===== config.mk =====
export PLATFORM = sky130hd
export DESIGN_NAME = ioexp_i2c_target
export DESIGN_NICKNAME = d
export VERILOG_FILES = /design/src/rtl/ioexp_pkg.sv /design/src/rtl/ioexp_bus_sync.sv /design/src/rtl/ioexp_regfile.sv /design/src/rtl/ioexp_i2c_target.sv
export SDC_FILE = /design/constraint.sdc
export NUM_CORES = 1
export LEC_CHECK = 0
export BUFFER_PORTS_ARGS = -buffer_cell sky130_fd_sc_hd__buf_2
export CAP_MARGIN = 40
export CORE_UTILIZATION = 30
export DETAILED_ROUTE_END_ITERATION = 10
export GPL_ROUTABILITY_DRIVEN = 0
export PLACE_DENSITY_LB_ADDON = 0.15
export SETUP_SLACK_MARGIN = 0.15
export SLEW_MARGIN = 20
export SYNTH_ARGS = -nofsm -noshare
export SYNTH_HDL_FRONTEND = slang
export SYNTH_SLANG_ARGS = --single-unit

===== constraint.sdc =====
create_clock -name clk -period 6.69 [get_ports clk]
set_input_delay 0.669 -clock clk [delete_from_list [all_inputs] [get_ports clk]]
set_output_delay 0.669 -clock clk [all_outputs]
set_load 0.05 [all_outputs]

===== src/rtl/ioexp_pkg.sv =====
package ioexp_pkg;
  localparam int BYTE_W    = 8;
  localparam int PORT_BITS = 2;
  localparam int GRP_BITS  = 2;

  typedef enum logic [GRP_BITS-1:0] {G_INPUT, G_OUTPUT, G_POLAR, G_CONFIG} grp_e;

  typedef struct packed {
    grp_e                 grp;
    logic [PORT_BITS-1:0] port;
  } ptr_t;

  typedef enum logic [2:0] {S_IDLE, S_RX, S_ACK, S_TX, S_MACK, S_MWAIT} st_e;
  typedef enum logic [1:0] {K_ADDR, K_CMD, K_DATA} kind_e;

  // Next port inside the same group; out-of-range index stays put.
  function automatic ptr_t ptr_next(ptr_t p, int nports);
    ptr_t r;
    r = p;
    if (int'(p.port) == nports - 1)     r.port = '0;
    else if (int'(p.port) < nports - 1) r.port = p.port + PORT_BITS'(1);
    return r;
  endfunction
endpackage


===== src/rtl/ioexp_bus_sync.sv =====
module ioexp_bus_sync #(
  parameter int STAGES = 2
) (
  input  logic clk,
  input  logic rst,
  input  logic scl_i,
  input  logic sda_i,
  output logic scl_q,
  output logic sda_q,
  output logic scl_rise,
  output logic scl_fall,
  output logic start_ev,
  output logic stop_ev
);
  logic [STAGES-1:0] scl_sr, sda_sr;
  logic scl_d, sda_d;

  always_ff @(posedge clk) begin
    if (rst) begin
      scl_sr <= '1;
      sda_sr <= '1;
      scl_d  <= 1'b1;
      sda_d  <= 1'b1;
    end else begin
      scl_sr <= {scl_sr[STAGES-2:0], scl_i};
      sda_sr <= {sda_sr[STAGES-2:0], sda_i};
      scl_d  <= scl_sr[STAGES-1];
      sda_d  <= sda_sr[STAGES-1];
    end
  end

  assign scl_q = scl_sr[STAGES-1];
  assign sda_q = sda_sr[STAGES-1];

  always_comb begin
    scl_rise = scl_q & ~scl_d;
    scl_fall = ~scl_q & scl_d;
    start_ev = scl_q & scl_d & sda_d & ~sda_q;
    stop_ev  = scl_q & scl_d & ~sda_d & sda_q;
  end
endmodule


===== src/rtl/ioexp_regfile.sv =====
module ioexp_regfile
  import ioexp_pkg::*;
#(
  parameter int               NPORTS  = 3,
  parameter logic [BYTE_W-1:0] OUT_RST = 8'hFF,
  parameter logic [BYTE_W-1:0] POL_RST = 8'h00,
  parameter logic [BYTE_W-1:0] CFG_RST = 8'hFF
) (
  input  logic                     clk,
  input  logic                     rst,
  input  logic [NPORTS*BYTE_W-1:0] pin_in,
  input  logic                     wr_en,
  input  ptr_t                     wr_ptr,
  input  logic [BYTE_W-1:0]        wr_data,
  input  ptr_t                     rd_ptr,
  output logic [BYTE_W-1:0]        rd_data,
  output logic [NPORTS*BYTE_W-1:0] out_val,
  output logic [NPORTS*BYTE_W-1:0] dir_cfg
);
  localparam int W = NPORTS * BYTE_W;
  localparam logic [PORT_BITS-1:0] LAST_PORT = PORT_BITS'(NPORTS - 1);

  logic [BYTE_W-1:0] pin_r [NPORTS];
  logic [BYTE_W-1:0] out_r [NPORTS];
  logic [BYTE_W-1:0] pol_r [NPORTS];
  logic [BYTE_W-1:0] cfg_r [NPORTS];
  logic [W-1:0]      pol_flat;

  for (genvar p = 0; p < NPORTS; p++) begin : g_port
    localparam logic [PORT_BITS-1:0] PIDX = PORT_BITS'(p);
    wire hit = wr_en && (wr_ptr.port == PIDX);

    always_ff @(posedge clk) begin
      if (rst) begin
        pin_r[p] <= '0;
        out_r[p] <= OUT_RST;
        pol_r[p] <= POL_RST;
        cfg_r[p] <= CFG_RST;
      end else begin
        pin_r[p] <= pin_in[p*BYTE_W +: BYTE_W];
        if (hit && wr_ptr.grp == G_OUTPUT) out_r[p] <= wr_data;
        if (hit && wr_ptr.grp == G_POLAR)  pol_r[p] <= wr_data;
        if (hit && wr_ptr.grp == G_CONFIG) cfg_r[p] <= wr_data;
      end
    end

    assign out_val [p*BYTE_W +: BYTE_W] = out_r[p];
    assign dir_cfg [p*BYTE_W +: BYTE_W] = cfg_r[p];
    assign pol_flat[p*BYTE_W +: BYTE_W] = pol_r[p];
  end

  always_comb begin
    rd_data = '0;
    if (rd_ptr.port <= LAST_PORT) begin
      case (rd_ptr.grp)
        G_INPUT:  rd_data = pin_r[rd_ptr.port] ^ pol_r[rd_ptr.port];
        G_OUTPUT: rd_data = out_r[rd_ptr.port];
        G_POLAR:  rd_data = pol_r[rd_ptr.port];
        default:  rd_data = cfg_r[rd_ptr.port];
      endcase
    end
  end

  // Ignored writes leave every writable register untouched.
  assert_ignored_write_R8: assert property (@(posedge clk) disable iff (rst)
    (wr_en && (wr_ptr.grp == G_INPUT || wr_ptr.port > LAST_PORT)) |=>
      (out_val == $past(out_val) && dir_cfg == $past(dir_cfg) && pol_flat == $past(pol_flat)));

  // Only an accepted write may change the output or configuration ports.
  assert_regs_hold_R6: assert property (@(posedge clk) disable iff (rst)
    !wr_en |=> (out_val == $past(out_val) && dir_cfg == $past(dir_cfg)));
endmodule


===== src/rtl/ioexp_i2c_target.sv =====
module ioexp_i2c_target
  import ioexp_pkg::*;
#(
  parameter int         NPORTS      = 3,
  parameter int         SYNC_STAGES = 2,
  parameter logic [5:0] ADDR_HI     = 6'b010001
) (
  input  logic                     clk,
  input  logic                     rst,
  input  logic                     addr_sel,
  input  logic                     scl_i,
  input  logic                     sda_i,
  output logic                     sda_oe,
  input  logic [NPORTS*BYTE_W-1:0] pin_in,
  output logic [NPORTS*BYTE_W-1:0] out_val,
  output logic [NPORTS*BYTE_W-1:0] dir_cfg
);
  localparam int CNT_W = $clog2(BYTE_W + 1);
  localparam logic [CNT_W-1:0] FULL = CNT_W'(BYTE_W);
  localparam logic [CNT_W-1:0] LAST = CNT_W'(BYTE_W - 1);

  logic scl_q, sda_q, scl_rise, scl_fall, start_ev, stop_ev;

  ioexp_bus_sync #(.STAGES(SYNC_STAGES)) i_sync (
    .clk(clk), .rst(rst), .scl_i(scl_i), .sda_i(sda_i),
    .scl_q(scl_q), .sda_q(sda_q), .scl_rise(scl_rise), .scl_fall(scl_fall),
    .start_ev(start_ev), .stop_ev(stop_ev)
  );

  st_e               state;
  kind_e             kind;
  logic [CNT_W-1:0]  cnt;
  logic [BYTE_W-1:0] sh, tx;
  logic              rw;
  ptr_t              ptr;
  logic [BYTE_W-1:0] rd_data;
  logic              byte_done, addr_hit, wr_en;

  assign byte_done = (state == S_RX) && scl_fall && (cnt == FULL);
  assign addr_hit  = (sh[7:1] == {ADDR_HI, addr_sel});
  assign wr_en     = byte_done && (kind == K_DATA);

  ioexp_regfile #(.NPORTS(NPORTS)) i_regs (
    .clk(clk), .rst(rst), .pin_in(pin_in),
    .wr_en(wr_en), .wr_ptr(ptr), .wr_data(sh),
    .rd_ptr(ptr), .rd_data(rd_data),
    .out_val(out_val), .dir_cfg(dir_cfg)
  );

  always_ff @(posedge clk) begin
    if (rst) begin
      state  <= S_IDLE;
      kind   <= K_ADDR;
      cnt    <= '0;
      sh     <= '0;
      tx     <= '0;
      rw     <= 1'b0;
      ptr    <= '0;
      sda_oe <= 1'b0;
    end else if (start_ev) begin
      state  <= S_RX;
      kind   <= K_ADDR;
      cnt    <= '0;
      sda_oe <= 1'b0;
    end else if (stop_ev) begin
      state  <= S_IDLE;
      sda_oe <= 1'b0;
    end else begin
      case (state)
        S_RX: begin
          if (scl_rise && cnt < FULL) begin
            sh  <= {sh[BYTE_W-2:0], sda_q};
            cnt <= cnt + CNT_W'(1);
          end else if (byte_done) begin
            case (kind)
              K_ADDR: begin
                if (addr_hit) begin
                  rw     <= sh[0];
                  sda_oe <= 1'b1;
                  state  <= S_ACK;
                end else begin
                  state  <= S_IDLE;
                end
              end
              K_CMD: begin
                ptr    <= ptr_t'(sh[3:0]);
                sda_oe <= 1'b1;
                state  <= S_ACK;
              end
              default: begin
                ptr    <= ptr_next(ptr, NPORTS);
                sda_oe <= 1'b1;
                state  <= S_ACK;
              end
            endcase
          end
        end
        S_ACK: begin
          if (scl_fall) begin
            cnt <= '0;
            if (rw && kind == K_ADDR) begin
              tx     <= rd_data;
              sda_oe <= ~rd_data[BYTE_W-1];
              state  <= S_TX;
            end else begin
              sda_oe <= 1'b0;
              state  <= S_RX;
              kind   <= (kind == K_ADDR) ? K_CMD : K_DATA;
            end
          end
        end
        S_TX: begin
          if (scl_fall) begin
            if (cnt == LAST) begin
              sda_oe <= 1'b0;
              state  <= S_MACK;
            end else begin
              tx     <= {tx[BYTE_W-2:0], 1'b0};
              sda_oe <= ~tx[BYTE_W-2];
              cnt    <= cnt + CNT_W'(1);
            end
          end
        end
        S_MACK: begin
          if (scl_rise) begin
            if (sda_q) begin
              state <= S_IDLE;
            end else begin
              ptr   <= ptr_next(ptr, NPORTS);
              state <= S_MWAIT;
            end
          end
        end
        S_MWAIT: begin
          if (scl_fall) begin
            tx     <= rd_data;
            sda_oe <= ~rd_data[BYTE_W-1];
            cnt    <= '0;
            state  <= S_TX;
          end
        end
        default: ;
      endcase
    end
  end

  // A wrong address is never acknowledged and parks the block.
  assert_addr_reject_R1: assert property (@(posedge clk) disable iff (rst)
    (byte_done && kind == K_ADDR && !addr_hit) |=> (!sda_oe && state == S_IDLE));

  // Any START clears the bit counter and restarts at the address byte.
  assert_start_clears_R9: assert property (@(posedge clk) disable iff (rst)
    start_ev |=> (cnt == '0 && kind == K_ADDR));

  // STOP never disturbs the stored command.
  assert_stop_keeps_ptr_R9: assert property (@(posedge clk) disable iff (rst)
    stop_ev |=> (ptr == $past(ptr)));

  // While idle (including after a host NACK) SDA is released.
  assert_idle_released_R10: assert property (@(posedge clk) disable iff (rst)
    (state == S_IDLE) |-> !sda_oe);

  // SDA drive holds steady through an SCL high phase.
  assert_sda_steady_R11: assert property (@(posedge clk) disable iff (rst)
    (scl_q && $past(scl_q) && !$past(start_ev) && !$past(stop_ev)) |-> $stable(sda_oe));

  // A read transfer leaves the selected group unchanged.
  assert_read_keeps_grp_R4: assert property (@(posedge clk) disable iff (rst)
    (state == S_MACK && scl_rise) |=> (ptr.grp == $past(ptr.grp)));
endmodule


==> Yosys cells after proc, flatten, opt, wreduce, memory -nomap -nowiden <==
Memories as Yosys holds them, arrays and structs flattened. A register that Yosys moved wholly into a read port is not among the register bits.
Index checks and enable logic that the tools add are counted.
Widths: inputs -> output; s select.
{ "op_classes": {"shift": 0, "n_mul": 0, "magnitude_cmp": 3, "add_sub_neg": 2, "n_eq_ne": 37, "mux": 96, "n_bitwise": 32, "reduce_logical": 39, "div_mod_pow": 0} }
{ "op_table": {"columns": ["op", "count"], "rows": [
  ["$mux 8", 13],
  ["$mux 1", 41],
  ["$reduce_and 8->1", 5],
  ["$mux 7", 5],
  ["$mux 2", 15],
  ["$ne 4x2->1 const B", 7],
  ["$mux 3", 9],
  ["$mux 4", 6],
  ["$pmux 8 s3", 1],
  ["$ne 2x2->1 const B", 11],
  ["$pmux 7 s3", 1],
  ["$logic_and 1x1->1", 17],
  ["$pmux 4 s2", 2],
  ["$pmux 3 s5", 1],
  ["$reduce_and 7->1", 2],
  ["$not 1->1", 12],
  ["$or 1x1->1", 12],
  ["$pmux 4 s3", 1],
  ["$eq 2x2->1 const B", 5],
  ["$reduce_and 4->1", 2],
  ["$xor 8x8->8", 1],
  ["$and 1x1->1", 7],
  ["$eq 7x6->1", 1],
  ["$reduce_bool 7->1", 1],
  ["other kinds (22)", 31]
]} }
{ "word_totals": {"word_cells": 227, "reg_bits": 36, "mem_count": 4, "ramBits": 96, "inputBits": 29, "mem_bits_ro": 0, "output_inout_bits": 49, "latch_bits": 0} }
{ "memory_table": {"columns": ["memory", "words", "word_bits", "rd", "rd_ports_with_merged_regs", "wr", "line_no", "text"], "rows": [
  ["i_regs.cfg_r", 3, 8, 4, 1, 3, "ioexp_regfile.sv:26", "logic [BYTE_W-1:0] cfg_r [NPORTS];"],
  ["i_regs.out_r", 3, 8, 4, 1, 3, "ioexp_regfile.sv:24", "logic [BYTE_W-1:0] out_r [NPORTS];"],
  ["i_regs.pin_r", 3, 8, 1, 1, 3, "ioexp_regfile.sv:23", "logic [BYTE_W-1:0] pin_r [NPORTS];"],
  ["i_regs.pol_r", 3, 8, 1, 1, 3, "ioexp_regfile.sv:25", "logic [BYTE_W-1:0] pol_r [NPORTS];"]
]} }

==> Depth between registers and ports, before layout <==
{ "logic_depth": {"word_depth": 11, "mapped_depth": 8, "mapped_depth_nobuf": 7} }

==> Hierarchy <==
Synthesis repeated with hierarchy kept, for this count alone.
{ "unflattened": {"hier_cells": 584, "area_unflattened_um2": 6316.1} }
{ "by_module_without_submodules": {"columns": ["mod", "area_each_um2", "instances", "cells_per_inst", "seq_area_each_um2"], "rows": [
  ["ioexp_regfile", 4380.5, 1, 352, 2642.5],
  ["ioexp_i2c_target", 1745.4, 1, 216, 600.6],
  ["ioexp_bus_sync", 190.2, 1, 16, 120.1]
]} }

==> Worst setup path before layout <==
Ideal clock, no wire load.
{ "synth_timing": {"kind": "register to register", "start": "register cnt[0]", "end": "memory i_regs.out_r[2][0], enable pin", "synth_period_minus_slack_ns": 2.262, "setup_ns": 0.384, "setup_slack_ns": 4.428, "required_time_ns": 6.306, "path_stages_with_launch": 8, "arrival_time_ns": 1.878, "path_buffers": 1, "cell_sequence": "dfxtp_1 > inv_1 > ha_1 > nand4bb_1 > nor3_4 > buf_2 > nand3_1 > o21ai_0"} }
{ "synth_lines": {"columns": ["item", "line_no", "text"], "rows": [
  ["start, declared", "ioexp_i2c_target.sv:32", "logic [CNT_W-1:0] cnt;"],
  ["start signal, assigned", "ioexp_i2c_target.sv:73", "cnt <= cnt + CNT_W'(1);"],
  ["start signal, assigned", "ioexp_i2c_target.sv:120", "cnt <= cnt + CNT_W'(1);"],
  ["end, declared", "ioexp_regfile.sv:24", null]
]} }

==> impl_metrics.env <==
export IMPL_crit_arrival_ps=2970
export IMPL_layout_worst_path_cycle_share_pct=42.43
export IMPL_io_pins=78
export IMPL_leakage_nw=2.494
export IMPL_worstMarginPinSlew_ps=667.5
export IMPL_grt_pass1_vias=4709
export IMPL_clk_latency_ps=420
export IMPL_grt_overflow=0
export IMPL_cts_root_buf="clkbuf_16"
export IMPL_status="finished, final reports clean"
export IMPL_end_kind="register"
export IMPL_finalWorstSetupSlack_ps=3852
export IMPL_synthesis_nets=636
export IMPL_finalHoldViolCount=0
export IMPL_rows=53
export IMPL_cap_violations=0
export IMPL_hold_buffers=0
export IMPL_postSynthCellCount=600
export IMPL_pre_cts_slack_ps=3881
export IMPL_drt_initial_drc_count=331
export IMPL_synth_seq_cells=134
export IMPL_cp_max_fo=17
export IMPL_cts_tree="built"
export IMPL_cts_max_path_buffers=2
export IMPL_hold_class="register to register"
export IMPL_fin_hold_ws_ps=422.8
export IMPL_antenna_found_initial=0
export IMPL_port_buffers=77
export IMPL_cts_sinks=134
export IMPL_setup_viol_count_final=0
export IMPL_drv_slew=0
export IMPL_path_clk_slew_ps=60
export IMPL_vias=4695
export IMPL_fillers=2131
export IMPL_avgSynthCellArea_sq_um=10.76
export IMPL_worst_path_largest_cell_delay_ps=650
export IMPL_die_y_um=148.7
export IMPL_ys_seq_area_share_pct=52.73
export IMPL_power_density_nw_per_um2=239.4
export IMPL_cp_data_required_time_ps=6820
export IMPL_async_flop_share_pct=0
export IMPL_syn_area_sq_um=6454
export IMPL_cp_num_buf_inv=1
export IMPL_final_area_sq_um=7606
export IMPL_crit_path_cell_trace="nand2b_1 -> nor3_4 -> nand3_1 -> o21ai_0 -> buf_2"
export IMPL_cts_resized=0
export IMPL_fin_worst_skew_ps=9.222
export IMPL_vias_per_cell=4.932
export IMPL_drtPass1Iterations=5
export IMPL_fin_crit_ps=2838
export IMPL_wirelength_um=17920
export IMPL_wire_per_inst_um=18.82
export IMPL_antenna_cells=0
export IMPL_cpMaxStageDelayCell="dfxtp_1"
export IMPL_fin_nets=700
export IMPL_initial_utilization_pct=30.60
export IMPL_ys_warn_count=0
export IMPL_cts_htree_levels=4
export IMPL_final_layout_size_suffix_gt1_share_pct=22.45
export IMPL_cts_setup_buffers=0
export IMPL_place_hpwl_um=12780
export IMPL_cp_top_family="simple AND/OR/NAND/NOR gates"
export IMPL_synthFlopType="edfxtp_1"
export IMPL_critical_path_class="register to register"
export IMPL_postPlaceCellArea_sq_um=7054
export IMPL_ant_nets=0
export IMPL_area_growth_pct=17.86
export IMPL_die_area_sq_um=22100
export IMPL_ir_worst_vdd_mv=0.1503
export IMPL_grt_pass1_wl_um=27920
export IMPL_grt_max_degree=52
export IMPL_max_slew_margin_pct=55.44
export IMPL_synth_edf_count=72
export IMPL_fmax_mhz=352.3
export IMPL_fin_setup_tns_ps=0
export IMPL_cts_buffers=17
export IMPL_rsz0062_at_grt="no"
export IMPL_start_kind="register"
export IMPL_drc=0
export IMPL_grt_total_usage_pct=17.23
export IMPL_core_sq_um=21090
export IMPL_synthDistinctLibCells=62
export IMPL_die_w_um=148.7
layer usage:
layer	share of wire, %	global-route usage (%)
met1	46	22.78
met2	47	27.83
met3	5.5	4.018
met4	1.4	5.206
met5	0	0
registers in the layout, indices dropped and copies added, names as in the netlist, 3 cells and up, named ones only:
signal,count
cnt,4
i_regs.cfg_r,24
i_regs.out_r,24
i_regs.pin_r,24
i_regs.pol_r,24
ptr,4
sh,8
state,3
tx,7
worst paths after layout:
kind / startpoint / end / slack, ps / cells past startpoint
setup / recovery: state[0] / i_regs.cfg_r[2][4] / 3850 / 5
hold / removal: i_sync.sda_sr[0] / i_sync.sda_sr[1] / 420 / 1
setup reg to reg: state[0] / i_regs.cfg_r[2][4] / 3850 / 5
hold reg to reg: i_sync.sda_sr[0] / i_sync.sda_sr[1] / 420 / 1
power by group:
part | leakage, nW | internal, W | total, W | switching (W)
clock network | 0.273 | 0.000512 | 0.000872 | 0.000360
registers | 1.06 | 0.000881 | 0.000888 | 0.00000773
logic | 1.16 | 0.0000250 | 0.0000604 | 0.0000353
cell usage in the layout, fill, tap and decap left out, types with 18 or more instances in the layout:
cell,instances
dfxtp_1,61
nand2_1,43
buf_2,86
nand2b_1,49
o21ai_0,35
mux2i_1,34
nor2b_1,29
nor2_1,27
and2_1,25
edfxtp_1,72
clkbuf_16,18
cell type report:
type	instances	area (sq um)	area share [%]
Timing Repair Buffer	89	473.0	6.218
Inverter	14	52.55	0.6909
Multi-Input combinational cell	408	2780	36.55
Clock buffer	23	481.7	6.333
Clock inverter	9	70.07	0.9212
Sequential cell	134	3405	44.76
Tap cell	275	344.1	4.524
per-stage QoR:
step	cells	util, %	total power [W]
floorplan	600	-	0.0009417
global placement	910	33.11	0.0009641
detailed placement	920	33.45	0.0009669
CTS	952	36.07	0.001844
global route	952	36.07	0.001888
finish	952	36.07	0.001821
cells in the mapped netlist (2+ instances only):
cell | n | share of area, %
clkbuf_1 | 28 | 1.6
buf_6 | 4 | 0.70
a21oi_1 | 14 | 1.1
o22ai_1 | 5 | 0.48
xnor2_1 | 5 | 0.68
o31ai_1 | 3 | 0.35
edfxtp_1 | 72 | 34
mux2_2 | 11 | 1.9
o2111ai_1 | 2 | 0.27
o21ai_1 | 2 | 0.16
o21bai_1 | 2 | 0.23
nor2b_1 | 29 | 2.8
nand3_1 | 11 | 0.85
buf_2 | 9 | 0.70
and3_1 | 9 | 0.87
and2_1 | 25 | 2.4
nand3b_1 | 4 | 0.47
o31a_1 | 2 | 0.27
o211ai_1 | 9 | 1.0
o21a_1 | 2 | 0.23
or3_1 | 4 | 0.39
o221a_2 | 3 | 0.52
nand2_1 | 43 | 2.5
buf_4 | 3 | 0.35
or2_2 | 7 | 0.68
nor3_1 | 10 | 0.78
ha_1 | 7 | 1.4
and3b_1 | 2 | 0.27
mux2i_1 | 34 | 5.3
a31oi_1 | 6 | 0.58
nor2_1 | 27 | 1.6
xor2_1 | 5 | 0.68
mux2_1 | 2 | 0.35
mux4_2 | 4 | 1.4
dfxtp_1 | 62 | 19
o21ai_0 | 35 | 2.7
a21boi_0 | 3 | 0.35
inv_1 | 13 | 0.76
nand2b_1 | 49 | 4.7
a32oi_1 | 3 | 0.41
a211oi_1 | 7 | 0.81
a211o_1 | 2 | 0.27
a21o_1 | 2 | 0.23
cells by family after synthesis:
kind of cell	synth area share [%]
AO/OA/AOI/OAI	11.34
XOR/XNOR	1.357
adder cells (fa/ha/maj)	1.357
buffers and inverters	4.188
flip-flops	52.73
multiplexers	8.938
AND/OR/NAND/NOR	20.09
No activity file was read; power rests on OpenSTA's default activity.
